===== config.mk =====
export PLATFORM = sky130hd
export DESIGN_NAME = rxring_ctrl
export DESIGN_NICKNAME = d
export VERILOG_FILES = /design/src/rtl/rxr_pkg.sv /design/src/rtl/rxr_cfg.sv /design/src/rtl/rxr_timer.sv /design/src/rtl/rxr_fill.sv /design/src/rtl/rxring_ctrl.sv
export SDC_FILE = /design/constraint.sdc
export NUM_CORES = 1
export LEC_CHECK = 0
export BUFFER_PORTS_ARGS = -buffer_cell sky130_fd_sc_hd__buf_2
export CORE_AREA = 2 2 93 118
export CTS_BUF_LIST = sky130_fd_sc_hd__clkbuf_2 sky130_fd_sc_hd__clkbuf_4 sky130_fd_sc_hd__clkbuf_8
export DETAILED_ROUTE_END_ITERATION = 8
export DIE_AREA = 0 0 95 120
export PLACE_DENSITY_LB_ADDON = 0.12
export SETUP_SLACK_MARGIN = 0.1
export SYNTH_ARGS = -nofsm -noshare
export SYNTH_HDL_FRONTEND = slang
export SYNTH_SLANG_ARGS = --single-unit

===== constraint.sdc =====
create_clock -name clk -period 3.8 [get_ports clk]
set_input_delay 0.19 -clock clk [delete_from_list [all_inputs] [get_ports clk]]
set_output_delay 0.19 -clock clk [all_outputs]
set_load 0.02 [all_outputs]

===== src/rtl/rxr_pkg.sv =====
package rxr_pkg;

  typedef enum logic [1:0] {
    EN_STOP = 2'b00,
    EN_EOF  = 2'b01,
    EN_RUN  = 2'b10,
    EN_RSVD = 2'b11
  } en_mode_e;

  // Mask that reduces an index modulo 2^e.
  function automatic int unsigned ring_mask(input logic [3:0] e);
    return (32'd1 << e) - 32'd1;
  endfunction

  function automatic logic [3:0] clamp_exp(input logic [3:0] e,
                                           input logic [3:0] lo,
                                           input logic [3:0] hi);
    if (e < lo) return lo;
    if (e > hi) return hi;
    return e;
  endfunction

  // Producer index moves in steps of eight descriptors.
  function automatic int unsigned round8(input int unsigned v);
    return v & ~32'd7;
  endfunction

  function automatic int unsigned next_idx(input int unsigned i,
                                           input int unsigned m);
    return (i + 32'd1) & m;
  endfunction

  function automatic int unsigned ring_dist(input int unsigned a,
                                            input int unsigned b,
                                            input int unsigned m);
    return (a - b) & m;
  endfunction

  function automatic logic halted(input en_mode_e e);
    return (e == EN_STOP) || (e == EN_RSVD);
  endfunction

endpackage


===== src/rtl/rxr_cfg.sv =====
module rxr_cfg
  import rxr_pkg::*;
#(
  parameter int IDX_W   = 12,
  parameter int TMO_W   = 8,
  parameter int MIN_EXP = 5,
  parameter int DEF_EXP = 8,
  parameter int DEF_TMO = 16
) (
  input  logic             clk,
  input  logic             rst_n,
  input  logic             cfg_wr,
  input  logic [1:0]       cfg_en,
  input  logic [3:0]       cfg_exp,
  input  logic [1:0]       cfg_irq_dst,
  input  logic [TMO_W-1:0] cfg_tmo,
  input  logic             widx_wr,
  input  logic [IDX_W-1:0] widx_val,
  output en_mode_e         en_q,
  output logic             irq_host,
  output logic [TMO_W-1:0] tmo_q,
  output logic [IDX_W-1:0] mask,
  output logic [IDX_W-1:0] wr_idx
);

  localparam logic [3:0] EXP_LO = 4'(MIN_EXP);
  localparam logic [3:0] EXP_HI = 4'(IDX_W);

  logic [3:0]       exp_q;
  logic [IDX_W-1:0] wr_raw;

  always_ff @(posedge clk) begin
    if (!rst_n) begin
      en_q     <= EN_STOP;
      exp_q    <= 4'(DEF_EXP);
      irq_host <= 1'b0;
      tmo_q    <= TMO_W'(DEF_TMO);
    end else if (cfg_wr) begin
      en_q     <= en_mode_e'(cfg_en);
      exp_q    <= clamp_exp(cfg_exp, EXP_LO, EXP_HI);
      irq_host <= (cfg_irq_dst == 2'b01);
      tmo_q    <= cfg_tmo;
    end
  end

  always_ff @(posedge clk) begin
    if (!rst_n)       wr_raw <= '0;
    else if (widx_wr) wr_raw <= IDX_W'(round8(32'(widx_val)));
  end

  assign mask   = IDX_W'(ring_mask(exp_q));
  assign wr_idx = wr_raw & mask;

endmodule


===== src/rtl/rxr_timer.sv =====
module rxr_timer #(
  parameter int TICK_CYCLES = 1600,
  parameter int TMO_W       = 8
) (
  input  logic             clk,
  input  logic             rst_n,
  input  logic             run,
  input  logic [TMO_W-1:0] tmo,
  output logic             expire
);

  localparam int PRE_W = (TICK_CYCLES > 1) ? $clog2(TICK_CYCLES) : 1;
  localparam logic [PRE_W-1:0] PRE_LAST = PRE_W'(TICK_CYCLES - 1);

  logic [PRE_W-1:0] pre_q;
  logic [TMO_W-1:0] units_q;
  logic             tick;

  assign tick   = run && (pre_q == PRE_LAST);
  assign expire = tick && (tmo != '0) && (units_q == tmo - TMO_W'(1));

  always_ff @(posedge clk) begin
    if (!rst_n || !run) begin
      pre_q   <= '0;
      units_q <= '0;
    end else if (tick) begin
      pre_q   <= '0;
      units_q <= units_q + TMO_W'(1);
    end else begin
      pre_q   <= pre_q + PRE_W'(1);
    end
  end

endmodule


===== src/rtl/rxr_fill.sv =====
module rxr_fill
  import rxr_pkg::*;
#(
  parameter int IDX_W = 12
) (
  input  logic             clk,
  input  logic             rst_n,
  input  en_mode_e         en,
  input  logic [IDX_W-1:0] mask,
  input  logic [IDX_W-1:0] wr_idx,
  input  logic             frm_start,
  input  logic             frm_end,
  input  logic             frm_fill,
  input  logic             tmo_close,
  output logic [IDX_W-1:0] rd_idx,
  output logic [IDX_W-1:0] rd_next,
  output logic [IDX_W-1:0] free_cnt,
  output logic             buf_avail,
  output logic             in_frame,
  output logic             part,
  output logic             start_ok,
  output logic             close
);

  logic [IDX_W-1:0] rd_q;
  logic             end_ok;

  assign rd_idx    = rd_q & mask;
  assign rd_next   = IDX_W'(next_idx(32'(rd_idx), 32'(mask)));
  assign buf_avail = (rd_idx != wr_idx);
  assign free_cnt  = IDX_W'(ring_dist(32'(wr_idx), 32'(rd_idx), 32'(mask)));

  assign start_ok = frm_start && !in_frame && (en == EN_RUN) && buf_avail && !tmo_close;
  assign end_ok   = frm_end && in_frame && !halted(en);
  assign close    = (end_ok && frm_fill) || (tmo_close && part);

  always_ff @(posedge clk) begin
    if (!rst_n)           in_frame <= 1'b0;
    else if (halted(en))  in_frame <= 1'b0;
    else if (start_ok)    in_frame <= 1'b1;
    else if (end_ok)      in_frame <= 1'b0;
  end

  always_ff @(posedge clk) begin
    if (!rst_n)                     part <= 1'b0;
    else if (end_ok && !frm_fill)   part <= 1'b1;
    else if (close)                 part <= 1'b0;
  end

  always_ff @(posedge clk) begin
    if (!rst_n)     rd_q <= '0;
    else if (close) rd_q <= rd_next;
  end

endmodule


===== src/rtl/rxring_ctrl.sv =====
module rxring_ctrl
  import rxr_pkg::*;
#(
  parameter int IDX_W       = 12,
  parameter int TMO_W       = 8,
  parameter int MIN_EXP     = 5,
  parameter int TICK_CYCLES = 1600
) (
  input  logic             clk,
  input  logic             rst_n,
  input  logic             cfg_wr,
  input  logic [1:0]       cfg_en,
  input  logic [3:0]       cfg_exp,
  input  logic [1:0]       cfg_irq_dst,
  input  logic [TMO_W-1:0] cfg_tmo,
  input  logic             widx_wr,
  input  logic [IDX_W-1:0] widx_val,
  input  logic             frm_start,
  input  logic             frm_end,
  input  logic             frm_fill,
  output logic             buf_avail,
  output logic [IDX_W-1:0] free_cnt,
  output logic [IDX_W-1:0] rd_idx,
  output logic             stat_wr,
  output logic [IDX_W-1:0] stat_idx,
  output logic             irq,
  output logic             idle
);

  en_mode_e         en_q;
  logic             irq_host;
  logic [TMO_W-1:0] tmo_q;
  logic [IDX_W-1:0] mask;
  logic [IDX_W-1:0] wr_idx;
  logic [IDX_W-1:0] rd_next;
  logic             in_frame;
  logic             part;
  logic             start_ok;
  logic             close;
  logic             tmo_close;
  logic             tmr_run;

  rxr_cfg #(
    .IDX_W   (IDX_W),
    .TMO_W   (TMO_W),
    .MIN_EXP (MIN_EXP)
  ) u_cfg (
    .clk         (clk),
    .rst_n       (rst_n),
    .cfg_wr      (cfg_wr),
    .cfg_en      (cfg_en),
    .cfg_exp     (cfg_exp),
    .cfg_irq_dst (cfg_irq_dst),
    .cfg_tmo     (cfg_tmo),
    .widx_wr     (widx_wr),
    .widx_val    (widx_val),
    .en_q        (en_q),
    .irq_host    (irq_host),
    .tmo_q       (tmo_q),
    .mask        (mask),
    .wr_idx      (wr_idx)
  );

  assign tmr_run = part && !in_frame;

  rxr_timer #(
    .TICK_CYCLES (TICK_CYCLES),
    .TMO_W       (TMO_W)
  ) u_tmr (
    .clk    (clk),
    .rst_n  (rst_n),
    .run    (tmr_run),
    .tmo    (tmo_q),
    .expire (tmo_close)
  );

  rxr_fill #(
    .IDX_W (IDX_W)
  ) u_fill (
    .clk       (clk),
    .rst_n     (rst_n),
    .en        (en_q),
    .mask      (mask),
    .wr_idx    (wr_idx),
    .frm_start (frm_start),
    .frm_end   (frm_end),
    .frm_fill  (frm_fill),
    .tmo_close (tmo_close),
    .rd_idx    (rd_idx),
    .rd_next   (rd_next),
    .free_cnt  (free_cnt),
    .buf_avail (buf_avail),
    .in_frame  (in_frame),
    .part      (part),
    .start_ok  (start_ok),
    .close     (close)
  );

  // Status write-back and interrupt stage.
  always_ff @(posedge clk) begin
    if (!rst_n) begin
      stat_wr  <= 1'b0;
      irq      <= 1'b0;
      stat_idx <= '0;
    end else begin
      stat_wr <= close;
      irq     <= close && irq_host;
      if (close) stat_idx <= rd_next;
    end
  end

  assign idle = (en_q != EN_RUN) && !in_frame;

endmodule


==> impl_metrics.env <==
export IMPL_synth_seq_cells=59
export IMPL_p_leak_nw=2.18
export IMPL_final_antenna_net_count=0
export IMPL_instances_no_fill=709
export IMPL_min_path_cells=3
export IMPL_regToRegSetupSlack_ns=0.78
export IMPL_grt_pass1_wl_um=18100
export IMPL_core_area_mm2=0.0104
export IMPL_wl_um=11400
export IMPL_seq_area_frac_synth_pct=29.2
export IMPL_setup_tns_ns=0
export IMPL_synth_top_area_share_pct=29.2
export IMPL_regArea_mm2=0.00118
export IMPL_clk_latency_ns=0.35
export IMPL_multiInputGateArea_mm2=0.00277
export IMPL_nets=625
export IMPL_pwr_density_cell_mw_per_mm2=316
export IMPL_std_cell_rows=42
export IMPL_io_buffers=71
export IMPL_synthMuxAreaShare_pct=6.44
export IMPL_fmax_mhz=270
export IMPL_synth_xor_area_share_pct=8.24
export IMPL_initial_utilization_pct=39.0
export IMPL_holdPathEnd="u_cfg.tmo_q[4]"
export IMPL_crit_type="flip-flop to output port"
export IMPL_vias=3838
export IMPL_dieWidth_um=95
export IMPL_finalMaxSlewViolations=0
export IMPL_yosys_area_share_simple_pct=26.9
export IMPL_yosysTopAreaCell="dfxtp_1"
export IMPL_cts_tree="done"
export IMPL_syn2layout_area_growth_pct=23.2
export IMPL_synthArstFlopShare_pct=0
export IMPL_synth_ff_type="dfxtp_1"
export IMPL_grt_max_degree=37
export IMPL_worstMarginPinSlew_ns=0.694
export IMPL_peakVddDrop_uv=203
export IMPL_drc=0
export IMPL_drive_gt1_share_pct=27.2
export IMPL_numCtsBuffers=9
export IMPL_fillers=1020
export IMPL_io_pins=75
export IMPL_syn_instance_count=489
export IMPL_path_clk_slew_ns=0.07
export IMPL_utilization_pct=48.1
export IMPL_grt_overflow=0
export IMPL_ys_warn_count=0
export IMPL_routedWlPerCell_um=16.0
export IMPL_synthTopCellsByArea="dfxtp_1 29%, mux2i_1 6.4%, nor2_1 6.2%, ha_1 5.0%, xnor2_1 4.6%"
export IMPL_path_max_fanout=7
export IMPL_grt_pass1_vias=3760
export IMPL_synth_compound_area_share_pct=18.8
export IMPL_synth_most_common_cell="nor2_1"
export IMPL_root_buffer="clkbuf_8"
export IMPL_synthesis_nets=540
export IMPL_hp_start="cfg_tmo[4]"
export IMPL_cts_path_max_buffers=2
export IMPL_hpwl_um=8410
export IMPL_drv_cap=0
export IMPL_synth_top_family_by_area="simple AND/OR/NAND/NOR gates"
export IMPL_min_period_ns=3.71
export IMPL_diodes=0
export IMPL_fin_skew_ns=0.0116
export IMPL_cp_start_kind="flip-flop"
export IMPL_setup_violations=0
export IMPL_synth_area_per_cell_um2=8.26
export IMPL_status="complete, no violations"
export IMPL_drt_initial_drc_count=200
export IMPL_gp_congestion=0.935
export IMPL_synth_common_cells="67 x nor2_1, 59 x dfxtp_1, 29 x nand2_1"
export IMPL_rsz0062_at_grt="true"
export IMPL_end_kind="output port"
export IMPL_crit_arrival_ns=3.52
export IMPL_die_height_um=120
export IMPL_required_ns=3.61
export IMPL_place_inst=686
export IMPL_cts_max_level=3
export IMPL_rr_worst_depth=12
export IMPL_hold_path_class="input port to flip-flop"
export IMPL_ys_types=67
export IMPL_max_slew_margin_rel_pct=53.8
export IMPL_r2r_end="u_fill.rd_q[9]"
export IMPL_synthAdderAreaFrac_pct=4.96
export IMPL_synth_edff_count=0
export IMPL_fin_crit_sh_pct=97.5
export IMPL_cts_sinks=59
export IMPL_firstDrtPassIters=4
export IMPL_reg2reg_from="u_cfg.exp_q[1]"
export IMPL_antenna_found_initial=0
export IMPL_cts_hold_buf=0
export IMPL_grt_util_all_layers_pct=20.5
export IMPL_hold_viol=0
export IMPL_synthesis_area_mm2=0.00404
export IMPL_dieArea_mm2=0.0114
export IMPL_via_per_inst=5.41
flip-flops by register name, indices dropped and copies added, names as in the netlist:
signal,cells
u_fill.rd_q,12
u_tmr.pre_q,11
u_cfg.wr_raw,9
u_cfg.tmo_q,8
u_tmr.units_q,8
u_cfg.exp_q,4
u_cfg.en_q,2
irq,1
stat_wr,1
u_cfg.irq_host,1
u_fill.in_frame,1
u_fill.part,1
repair_timing:
action                                  4_1_cts  5_1_grt
resized for setup                            22        6
endpoints found under the setup margin        6        6
buffers inserted                              8        1
cloned                                        0        0
pin swaps                                    12       10
worst max path at each step:
stage,startpoint,cells past startpoint,slack [ns],end
after floorplan,u_cfg.exp_q[1],13,0.10,free_cnt[11]
after global placement,u_cfg.exp_q[1],12,0.09,free_cnt[11]
after detailed placement,u_cfg.exp_q[1],12,0.03,free_cnt[11]
after CTS,u_cfg.exp_q[1],14,0.08,free_cnt[11]
after global routing,u_cfg.exp_q[1],14,-0.07,free_cnt[11]
final,u_cfg.exp_q[1],12,0.09,free_cnt[11]
where the power goes:
part / internal [mW] / switching [mW] / leakage (nW)
combinational: 0.155 / 0.199 / 1.60
clock: 0.318 / 0.250 / 0.0985
sequential: 0.634 / 0.0162 / 0.480
worst max-delay path: stages, from the launching register on:
cell and delay, ns:
dfxtp_2 0.32, or2_4 0.24, or3_4 0.35, ha_4 0.19, or3_4 0.34, a21oi_4 0.23
o21ai_2 0.10, ha_1 0.34, a21oi_2 0.19, o311ai_2 0.14, a221oi_2 0.30, mux2i_2 0.24
buf_4 0.16
stage by stage:
| step | total power [mW] | area, µm² | hold slack (ns) | setup WS [ns] |
|---|---|---|---|---|
| floorplan | 0.885 | 4070 | 0.308 | 0.103 |
| global placement | 0.981 | 4610 | 0.422 | 0.0901 |
| detailed placement | 0.985 | 4610 | 0.426 | 0.0308 |
| CTS | 1.58 | 4950 | 0.0657 | 0.0757 |
| global route | 1.64 | 4970 | 0.0785 | -0.0699 |
| finish | 1.57 | 4970 | 0.0752 | 0.0931 |
layout make-up:
type / count / share of cell area [%]
multi-input cells: 379 / 55.6
inverters: 25 / 1.89
repair buffers: 100 / 11.7
flip-flops and latches: 59 / 23.8
clock buffers: 11 / 2.92
clock inverters: 3 / 0.805
well taps: 132 / 3.32
cells by family (layout without fill, tap and decap cells):
logic type / Yosys count / in the layout
flip-flops: 59 / 59
AO/OA/AOI/OAI: 96 / 96
buffers and inverters: 51 / 139
multiplexers: 26 / 26
XOR/XNOR: 38 / 38
adder cells (fa/ha/maj): 16 / 16
AND/OR/NAND/NOR: 203 / 203
cells in the final DEF, fill, tap and decap left out, drive strengths merged, types with 10 or more instances in the layout:
| cell type | Yosys | layout |
|---|---|---|
| buf | 11 | 100 |
| nor2 | 67 | 67 |
| dfxtp | 59 | 59 |
| nand2 | 30 | 30 |
| mux2i | 26 | 26 |
| inv | 24 | 24 |
| xnor2 | 21 | 21 |
| xor2 | 17 | 17 |
| ha | 16 | 16 |
| a21oi | 16 | 16 |
| nand2b | 13 | 13 |
| o21ai | 13 | 13 |
| nor2b | 12 | 12 |
| nand3 | 12 | 12 |
| nand4 | 12 | 12 |
| and2 | 11 | 11 |
| clkbuf | 15 | 11 |
| nor3 | 10 | 10 |
metal layers:
metal | vias up | track usage (%) | part of all wire (%)
met3 | 29 | 3.45 | 4.1
met4 | 0 | 11.8 | 4.1
met5 | - | 0 | 0
met2 | 95 | 36.1 | 51
met1 | 1808 | 22.9 | 41
li1 | 1906 | - | -
Power figures use the tool's default switching activity.
